File: config.mk
export PLATFORM = sky130hd
export DESIGN_NAME = coef_unpack
export DESIGN_NICKNAME = d
export VERILOG_FILES = /design/src/rtl/coef_unpack_pkg.sv /design/src/rtl/coef_unpack_collect.sv /design/src/rtl/coef_unpack_bank.sv /design/src/rtl/coef_unpack_expand.sv /design/src/rtl/coef_unpack.sv
export SDC_FILE = /design/constraint.sdc
export NUM_CORES = 1
export LEC_CHECK = 0
export BUFFER_PORTS_ARGS = -buffer_cell sky130_fd_sc_hd__buf_2
export CAP_MARGIN = 30
export CORE_ASPECT_RATIO = 1.1
export CORE_MARGIN = 2
export CORE_UTILIZATION = 61
export CTS_CLUSTER_SIZE = 16
export DETAILED_ROUTE_END_ITERATION = 7
export GPL_TIMING_DRIVEN = 0
export PLACE_DENSITY = 0.8
export RECOVER_POWER = 25
export SYNTH_ARGS = -nofsm -noshare
export SYNTH_HDL_FRONTEND = slang
export SYNTH_HIERARCHICAL = 1
export SYNTH_SLANG_ARGS = --single-unit
File: constraint.sdc
create_clock -name clk -period 4.25 [get_ports clk]
set_input_delay 0.425 -clock clk [delete_from_list [all_inputs] [get_ports clk]]
set_output_delay 0.425 -clock clk [all_outputs]
set_load 0.02 [all_outputs]
File: src/rtl/coef_unpack_pkg.sv
`timescale 1ns/1ps
package coef_unpack_pkg;
  localparam int VAL_W    = 8;                  // width of a carried value
  localparam int COEF_W   = 12;                 // native coefficient width
  localparam int NSEL     = 8;                  // values carried per block
  localparam int BLK_LEN  = 64;                 // output positions per block
  localparam int BLK_ROW  = 8;                  // positions per block row
  localparam int SHIFT    = COEF_W - VAL_W;     // scale-mode left shift
  localparam int SER_BITS = NSEL * VAL_W;       // serial bits per block
  localparam int POS_W    = $clog2(BLK_LEN);
  localparam int SBIT_W   = $clog2(SER_BITS);
  localparam int SLOT_W   = $clog2(NSEL);
  localparam int VBIT_W   = $clog2(VAL_W);

  typedef struct packed {
    logic              hit;
    logic [SLOT_W-1:0] slot;
  } slot_t;

  // carried set: three columns of rows 0 and 1, two of row 2
  function automatic slot_t pos_to_slot(input logic [POS_W-1:0] pos);
    slot_t r;
    int row, col;
    row = int'(pos) / BLK_ROW;
    col = int'(pos) % BLK_ROW;
    r = '0;
    if (row < 2 && col < 3) begin
      r.hit  = 1'b1;
      r.slot = SLOT_W'(row * 3 + col);
    end else if (row == 2 && col < 2) begin
      r.hit  = 1'b1;
      r.slot = SLOT_W'(6 + col);
    end
    return r;
  endfunction
endpackage

File: src/rtl/coef_unpack_collect.sv
`timescale 1ns/1ps
module coef_unpack_collect
  import coef_unpack_pkg::*;
(
  input  logic              clk,
  input  logic              rst_n,
  input  logic              ser_bit_i,
  input  logic              ser_start_i,
  output logic [1:0]        wr_en_o,
  output logic [SLOT_W-1:0] wr_slot_o,
  output logic [VBIT_W-1:0] wr_bit_o,
  output logic              wr_val_o,
  output logic              done_o,
  output logic              fill_sel_o
);
  logic              busy;
  logic [SBIT_W-1:0] bidx;
  logic [SBIT_W-1:0] cur;
  logic              take;
  logic              wsel;

  assign cur       = ser_start_i ? '0 : bidx;
  assign take      = ser_start_i | busy;
  assign done_o    = take && (cur == SBIT_W'(SER_BITS - 1));
  assign wr_slot_o = cur[SBIT_W-1:VBIT_W];
  assign wr_bit_o  = VBIT_W'(VAL_W - 1) - cur[VBIT_W-1:0];
  assign wr_val_o  = ser_bit_i;
  assign wr_en_o   = {take & wsel, take & ~wsel};
  assign fill_sel_o = wsel;

  always_ff @(posedge clk or negedge rst_n) begin
    if (!rst_n) begin
      busy <= 1'b0;
      bidx <= '0;
      wsel <= 1'b0;
    end else if (ser_start_i) begin
      busy <= 1'b1;
      bidx <= SBIT_W'(1);
    end else if (busy) begin
      if (done_o) begin
        busy <= 1'b0;
        bidx <= '0;
        wsel <= ~wsel;
      end else begin
        bidx <= bidx + 1'b1;
      end
    end
  end

  // a marker always restarts at bit 1 next cycle
  assert_restart_R8: assert property (@(posedge clk) disable iff (!rst_n)
    ser_start_i |=> (busy && bidx == SBIT_W'(1)));
  // completing a block switches the bank being filled
  assert_swap_R7: assert property (@(posedge clk) disable iff (!rst_n)
    done_o |=> (wsel != $past(wsel)));
endmodule

File: src/rtl/coef_unpack_bank.sv
`timescale 1ns/1ps
module coef_unpack_bank
  import coef_unpack_pkg::*;
(
  input  logic                   clk,
  input  logic                   rst_n,
  input  logic                   we_i,
  input  logic [SLOT_W-1:0]      slot_i,
  input  logic [VBIT_W-1:0]      bit_i,
  input  logic                   d_i,
  output logic [NSEL*VAL_W-1:0]  vals_o
);
  logic [VAL_W-1:0] mem [NSEL];

  always_ff @(posedge clk or negedge rst_n) begin
    if (!rst_n) begin
      for (int i = 0; i < NSEL; i++) mem[i] <= '0;
    end else if (we_i) begin
      mem[slot_i][bit_i] <= d_i;
    end
  end

  for (genvar g = 0; g < NSEL; g++) begin : g_flat
    assign vals_o[g*VAL_W +: VAL_W] = mem[g];
  end
endmodule

File: src/rtl/coef_unpack_expand.sv
`timescale 1ns/1ps
module coef_unpack_expand
  import coef_unpack_pkg::*;
(
  input  logic                  clk,
  input  logic                  rst_n,
  input  logic                  done_i,
  input  logic                  fill_sel_i,
  input  logic [NSEL*VAL_W-1:0] bank0_i,
  input  logic [NSEL*VAL_W-1:0] bank1_i,
  input  logic                  scale_i,
  output logic [COEF_W-1:0]     coef_o,
  output logic                  blk_start_o
);
  logic             run;
  logic             rsel;
  logic [POS_W-1:0] ocnt;
  slot_t            sl;
  logic [VAL_W-1:0] v;

  always_ff @(posedge clk or negedge rst_n) begin
    if (!rst_n) begin
      run  <= 1'b0;
      rsel <= 1'b0;
      ocnt <= '0;
    end else if (done_i) begin
      run  <= 1'b1;
      rsel <= fill_sel_i;
      ocnt <= '0;
    end else if (run) begin
      if (ocnt == POS_W'(BLK_LEN - 1)) run <= 1'b0;
      ocnt <= ocnt + 1'b1;
    end
  end

  always_comb begin
    sl = pos_to_slot(ocnt);
    v  = rsel ? bank1_i[sl.slot*VAL_W +: VAL_W] : bank0_i[sl.slot*VAL_W +: VAL_W];
    if (!run || !sl.hit)  coef_o = '0;
    else if (scale_i)     coef_o = {v, {SHIFT{1'b0}}};
    else                  coef_o = {{SHIFT{v[VAL_W-1]}}, v};
  end

  assign blk_start_o = run && (ocnt == '0);

  assert_sob_single_R3: assert property (@(posedge clk) disable iff (!rst_n)
    blk_start_o |=> !blk_start_o);
  assert_sob_after_block_R3: assert property (@(posedge clk) disable iff (!rst_n)
    blk_start_o |-> $past(done_i));
  assert_idle_zero_R9: assert property (@(posedge clk) disable iff (!rst_n)
    !run |-> (coef_o == '0 && !blk_start_o));
  assert_scale_low_R6: assert property (@(posedge clk) disable iff (!rst_n)
    (run && scale_i) |-> (coef_o[SHIFT-1:0] == '0));
  assert_sign_ext_R5: assert property (@(posedge clk) disable iff (!rst_n)
    (run && !scale_i) |-> (coef_o[COEF_W-1:VAL_W-1] == {(SHIFT+1){coef_o[VAL_W-1]}}));
  // the bank on the output is never the one being written
  assert_bank_apart_R7: assert property (@(posedge clk) disable iff (!rst_n)
    run |-> (rsel != fill_sel_i));
endmodule

File: src/rtl/coef_unpack.sv
`timescale 1ns/1ps
module coef_unpack
  import coef_unpack_pkg::*;
(
  input  logic              clk,
  input  logic              rst_n,
  input  logic              ser_bit_i,
  input  logic              ser_start_i,
  input  logic              scale_i,
  output logic [COEF_W-1:0] coef_o,
  output logic              blk_start_o
);
  logic [1:0]            wr_en;
  logic [SLOT_W-1:0]     wr_slot;
  logic [VBIT_W-1:0]     wr_bit;
  logic                  wr_val;
  logic                  done;
  logic                  fill_sel;
  logic [NSEL*VAL_W-1:0] bank_q [2];

  coef_unpack_collect u_collect (
    .clk(clk), .rst_n(rst_n), .ser_bit_i(ser_bit_i), .ser_start_i(ser_start_i),
    .wr_en_o(wr_en), .wr_slot_o(wr_slot), .wr_bit_o(wr_bit), .wr_val_o(wr_val),
    .done_o(done), .fill_sel_o(fill_sel)
  );

  for (genvar b = 0; b < 2; b++) begin : g_bank
    coef_unpack_bank u_bank (
      .clk(clk), .rst_n(rst_n), .we_i(wr_en[b]), .slot_i(wr_slot),
      .bit_i(wr_bit), .d_i(wr_val), .vals_o(bank_q[b])
    );
  end

  coef_unpack_expand u_expand (
    .clk(clk), .rst_n(rst_n), .done_i(done), .fill_sel_i(fill_sel),
    .bank0_i(bank_q[0]), .bank1_i(bank_q[1]), .scale_i(scale_i),
    .coef_o(coef_o), .blk_start_o(blk_start_o)
  );

  assert_one_writer_R7: assert property (@(posedge clk) disable iff (!rst_n)
    $onehot0(wr_en));
endmodule

== Word level (Yosys, flattened, before mapping) ==
Index checks and enable logic that the tools add are counted.
Word-level totals
  register bits after elaboration: 144
  latch bits: 0
  memory bits (writable): 0
  bits in read-only memories: 0
  input bits: 5
  word-level logic and storage cells: 82
  memories: 0
Cells by class
  add/sub/neg operators: 5
  $mul: 1
  div/mod/pow operators: 0
  order comparisons: 7
  equal/unequal tests: 3
  shift operators: 2
  muxes and demuxes: 23
  bitwise logic cells: 6
  reduce and logical (&&, ||, !) cells: 13
Operator list (number)
  64-bit bitwise mux: 2
  64-bit by 7-bit indexed part select with 8-bit output: 2
  6-bit 2-to-1 mux: 6
  8-bit demux with 3-bit select: 1
  8-bit 2-to-1 mux: 2
  6-bit by 1-bit adder with 6-bit output, second input constant: 2
  6-bit == test, second input constant: 2
  12-bit 2-to-1 mux: 1
  11-bit 2-to-1 mux: 1
  3-bit by 2-bit < comparator with 1-bit output, second input constant: 3
  4-bit 2-to-1 mux: 2
  1-bit 2-to-1 mux: 7
  1-bit logical AND: 6
  6-bit logical NOT: 1
  4-bit greater-or-equal comparator, second input constant: 1
  3-bit by 4-bit < comparator with 1-bit output, second input constant: 1
  4-bit by 1-bit < comparator with 1-bit output, second input constant: 1
  3-bit NOT with 4-bit output: 1
  2-bit nonzero test: 2
  3-bit adder: 1
  3-bit adder, first input constant: 1
  1-bit demux with 3-bit select: 1
  3-bit == test, second input constant: 1
  3-bit by 1-bit greater-or-equal comparator with 1-bit output, second input constant: 1
  other kinds (8): 11

== Logic depth before layout (Yosys ltp) ==
  word-level depth: 9
  gate-level depth with buffers: 12
  mapped depth without buffers: 11

== By module ==
The synthesis kept the hierarchy.
Modules (own cells, without submodules)
  coef_unpack_bank: times used 2, cells an instance 248, area an instance 2996.6 um2, seq. area each 1601.5 um2
  coef_unpack_expand: times used 1, cells an instance 178, area an instance 1913.1 um2, seq. area each 200.2 um2
  coef_unpack_collect: times used 1, cells an instance 47, area an instance 490.5 um2, seq. area each 200.2 um2

== Least setup slack after synthesis ==
No wires, ideal clock.
  kind: register to output
  start point: register u_expand.ocnt[1]
  end point: output port coef_o[6]
  arrival: 3005 ps
  data required time: 3825 ps
  path slack: 820 ps
  stages on the path, launching flop included: 13
  buffers on the path: 1
  cells stage by stage: dfrtp_1 > buf_4 > inv_1 > fa_1 > inv_1 > ha_1 > xnor2_1 > xnor2_2 > or3_1 > o21ai_1 > a22o_1 > nor3_1 > a211oi_1
On the way
  longest elaborated chain between the ends: 8
RTL lines
  start, declared: RTL line coef_unpack_expand.sv:17  | logic [POS_W-1:0] ocnt;
  start signal, assigned: RTL line coef_unpack_expand.sv:32  | ocnt <= ocnt + 1'b1;
  3-bit by 2-bit < comparator with 1-bit output: RTL line coef_unpack_pkg.sv:30  | end else if (row == 2 && col < 2) begin
  1-bit logical AND: RTL line coef_unpack_pkg.sv:30
  4-bit 2-to-1 mux: RTL line coef_unpack_pkg.sv:30
  4-bit 2-to-1 mux (*): RTL line coef_unpack_pkg.sv:27  | if (row < 2 && col < 3) begin
  64-bit by 7-bit indexed part select with 8-bit output: RTL line coef_unpack_expand.sv:38  | v = rsel ? bank1_i[sl.slot*VAL_W +: VAL_W] : bank0_i[sl.slot*VAL_W +: VAL_W];
  8-bit 2-to-1 mux: RTL line coef_unpack_expand.sv:38
  11-bit 2-to-1 mux: RTL line coef_unpack_expand.sv:40  | else if (scale_i) coef_o = {v, {SHIFT{1'b0}}};
  12-bit 2-to-1 mux (*): RTL line coef_unpack_expand.sv:39  | if (!run || !sl.hit) coef_o = '0;
  end, declared: RTL line coef_unpack.sv:10  | output logic [COEF_W-1:0] coef_o,
Mark *: on every way between the ends. The rest lies on a longest branch, timed or not.

== Worst setup path after layout ==
Same ends and word-level chain as after synthesis.

==> flow_metrics.tcl <==
set metrics [dict create \
    outcome "complete, but fails checks" \
    violations "capacitance limit, slew limit" \
    hold_class "input port to flip-flop" \
    synthCells 721 \
    nets 776 \
    finalPower_uw 3250 \
    holdWs_ps 351 \
    drive_above_1_share_pct 30.3 \
    grt_max_degree 98 \
    ant_nets 0 \
    antenna_found_initial 0 \
    synth_nets 739 \
    drv_cap 1 \
    period_minus_slack_ps 4130 \
    crit_fanout 9 \
    synthToLayoutAreaGrowth_pct 11.4 \
    layout_commonest_cell "dfrtp_1" \
    place.gp.congestion 0.903 \
    netlist_area_um2 8400 \
    hold_viol 0 \
    cp-end-kind "output pin" \
    cp-start-kind "flip-flop" \
    core_um2 13300 \
    drc 0 \
    synthFlopType "dfrtp_1" \
    most-common-layout-cells "dfrtp_1, nand2_1, mux2_2" \
    track_usage_pct 32.0 \
    die_w_um 116 \
    p_per_area_nw_per_um2 348 \
    max_stage_delay_ps 550 \
    cp_data_required_time_ps 3830 \
    ys_seq_area_share_pct 42.9 \
    drtIter0Drc 636 \
    numPortBuffers 16 \
    worst-path-stages 12 \
    synth_edf_count 0 \
    ys_async_sr_fraction_pct 100 \
    finalSetupTns_ps 0 \
    worstPathCellList "buf_4, inv_1, fa_1, inv_1, ha_1, xnor2_2, xnor2_2, a32o_1, a22o_1, a221oi_1, a211oi_1, buf_2" \
    io_pins 18 \
    h-tree-depth 4 \
    wl_per_cell_um 23.0 \
    critPathArrivalTime_ps 3710 \
    worst-r2r-cell-count 7 \
    vias 6241 \
    clock-sinks 144 \
    post-route-util_pct 70.2 \
    skew_ps 7.71 \
    max_slew.worst_pin.slew_ps 2770 \
    post-cts-setup-buffer-count 0 \
    clock.fmax_ghz 0.242 \
    synth_seq_cells 144 \
    syn_area_per_cell_um2 11.6 \
    grt_overflow 0 \
    dr.pass1.iters 5 \
    irDropWorstVdd_mv 0.234 \
    drt-total-wl_um 21900 \
    fin_cells 954 \
    path_buf_inv 4 \
    cts_max_path_buffers 2 \
    clock-root-buffer "clkbuf_16" \
    rows 44 \
    drv_slew 48 \
    hold_depth 3 \
    clk-insertion-delay-late_ps 430 \
    grt_pass1_wl_um 35500 \
    cts_buffers 17 \
    post-route-period-util_pct 97.2 \
    vias_per_cell 6.54 \
    critical_path.top_delay_family "compound AO/OA/AOI/OAI gates" \
    crit_path_top_delay_cell "fa_1" \
    dp.cells 922 \
    p_leak_uw 0.00439 \
    path_clk_slew_ps 60 \
    yosysUniqueCellTypes 74 \
    diodes 0 \
    crit_type "flip-flop to output pin" \
    setup_viol 0 \
    start_util_pct 63.0 \
    chipHeight_um 127 \
    relSlewSlack_pct -84.5 \
    grt_pass1_vias 6588 \
    tritoncts "yes" \
    post-dp-hpwl_um 15300 \
    dieArea_um2 14700 \
    yosysWarnings 6 \
]
## kinds of logic (layout without fill, tap and decap cells)
| logic type | Yosys count | count (layout) | synth area share [%] |
|---|---|---|---|
| adder cells (fa/ha/maj) | 13 | 13 | 2.03 |
| XOR/XNOR | 11 | 11 | 1.24 |
| AO/OA/AOI/OAI | 63 | 63 | 5.60 |
| multiplexers | 157 | 157 | 24.5 |
| flip-flops | 144 | 144 | 42.9 |
| AND/OR/NAND/NOR | 260 | 260 | 18.6 |
| buffers and inverters | 73 | 122 | 5.17 |
## worst register-to-register path, cell delays in order (launching register included)
cell and delay [ps]:
dfrtp_1 320, clkbuf_1 300, nor2_1 160, nor2b_1 180, buf_4 190, nor4b_4 620, nand2_1 160, mux2_1 350
## metal layers
layer	vias to the layer above	wire length [um]	GRT usage, %
met4	0	876	14.4
met3	81	1840	7.54
li1	2666	-	-
met5	-	0	0
met1	3151	8700	41.6
met2	343	10500	51.2
## registers in the layout, indices dropped and copies added, names as in the netlist
name and cells:
u_collect/bidx 6, g_bank.u_bank/vals_o 128, u_expand/ocnt 6, u_collect/busy 1, u_expand/rsel 1, u_expand/run 1
u_collect/fill_sel_o 1
## repair_timing
action | CTS | global route
resized for setup | 0 | 5
hold buffers | 1 | 0
hold endpoints to repair | 47 | 0
endpoints found under the setup margin | 0 | 8
## power by group
group	total, uW	internal (uW)	switching (uW)
combinational	290	118	173
clock	1530	939	593
sequential	1430	1410	23.2
## final timing paths
kind	endpoint	startpoint	slack [ps]
worst max-delay path	coef_o[6]	u_expand/ocnt[1]	120
worst min-delay path	u_collect/bidx[5]	ser_start_i	350
worst max register to register	g_bank[1].u_bank/vals_o[7]	u_collect/busy	1850
worst min register to register	g_bank[0].u_bank/vals_o[44]	g_bank[0].u_bank/vals_o[44]	490
max in group asynchronous	g_bank[0].u_bank/vals_o[55]	rst_n	1250
min in group asynchronous	u_expand/ocnt[3]	rst_n	1430
## synth_stat cells (3+ instances only)
cell,count,area share (%)
nor3b_4,6,1.3
nor4b_1,4,0.42
a221oi_1,3,0.31
nand4b_1,6,0.63
nor3_1,13,0.77
xnor2_1,8,0.83
and4bb_2,4,0.60
mux2_2,70,9.4
nand3b_1,4,0.36
nand4_1,3,0.22
a211oi_1,3,0.27
buf_2,23,1.4
ha_1,12,1.8
mux2_4,3,0.54
nor2b_1,4,0.30
buf_6,10,1.3
mux2i_1,14,1.7
nor2_1,25,1.1
o21ai_1,3,0.18
buf_4,14,1.3
and4b_2,4,0.54
and3b_1,7,0.73
o311ai_0,3,0.31
o211ai_1,3,0.27
nand3_1,26,1.5
inv_1,9,0.40
clkbuf_1,14,0.63
o21ai_0,21,1.3
mux4_2,26,7.0
a22o_1,9,0.94
nand2_1,121,5.4
dfrtp_1,144,43
a21oi_1,4,0.24
mux2_1,44,5.9
## area by class of cell
type / instances / area [um^2]
clock buffer: 19 / 443
clock inverter: 12 / 159
fill: 932 / 3970
sequential: 144 / 3600
multi-input combinational: 504 / 4370
inverter: 9 / 33.8
buffer: 64 / 397
tap: 184 / 230
timing repair buffer: 18 / 116
## through the flow
step	instance area, um^2	worst slack (ps)
6_report	9350	118
5_1_grt	9350	-25.3
3_5_place_dp	8740	572
3_3_place_gp	8710	663
4_1_cts	9350	95.6
2_1_floorplan	8400	820
Power figures use the tool's default switching activity.
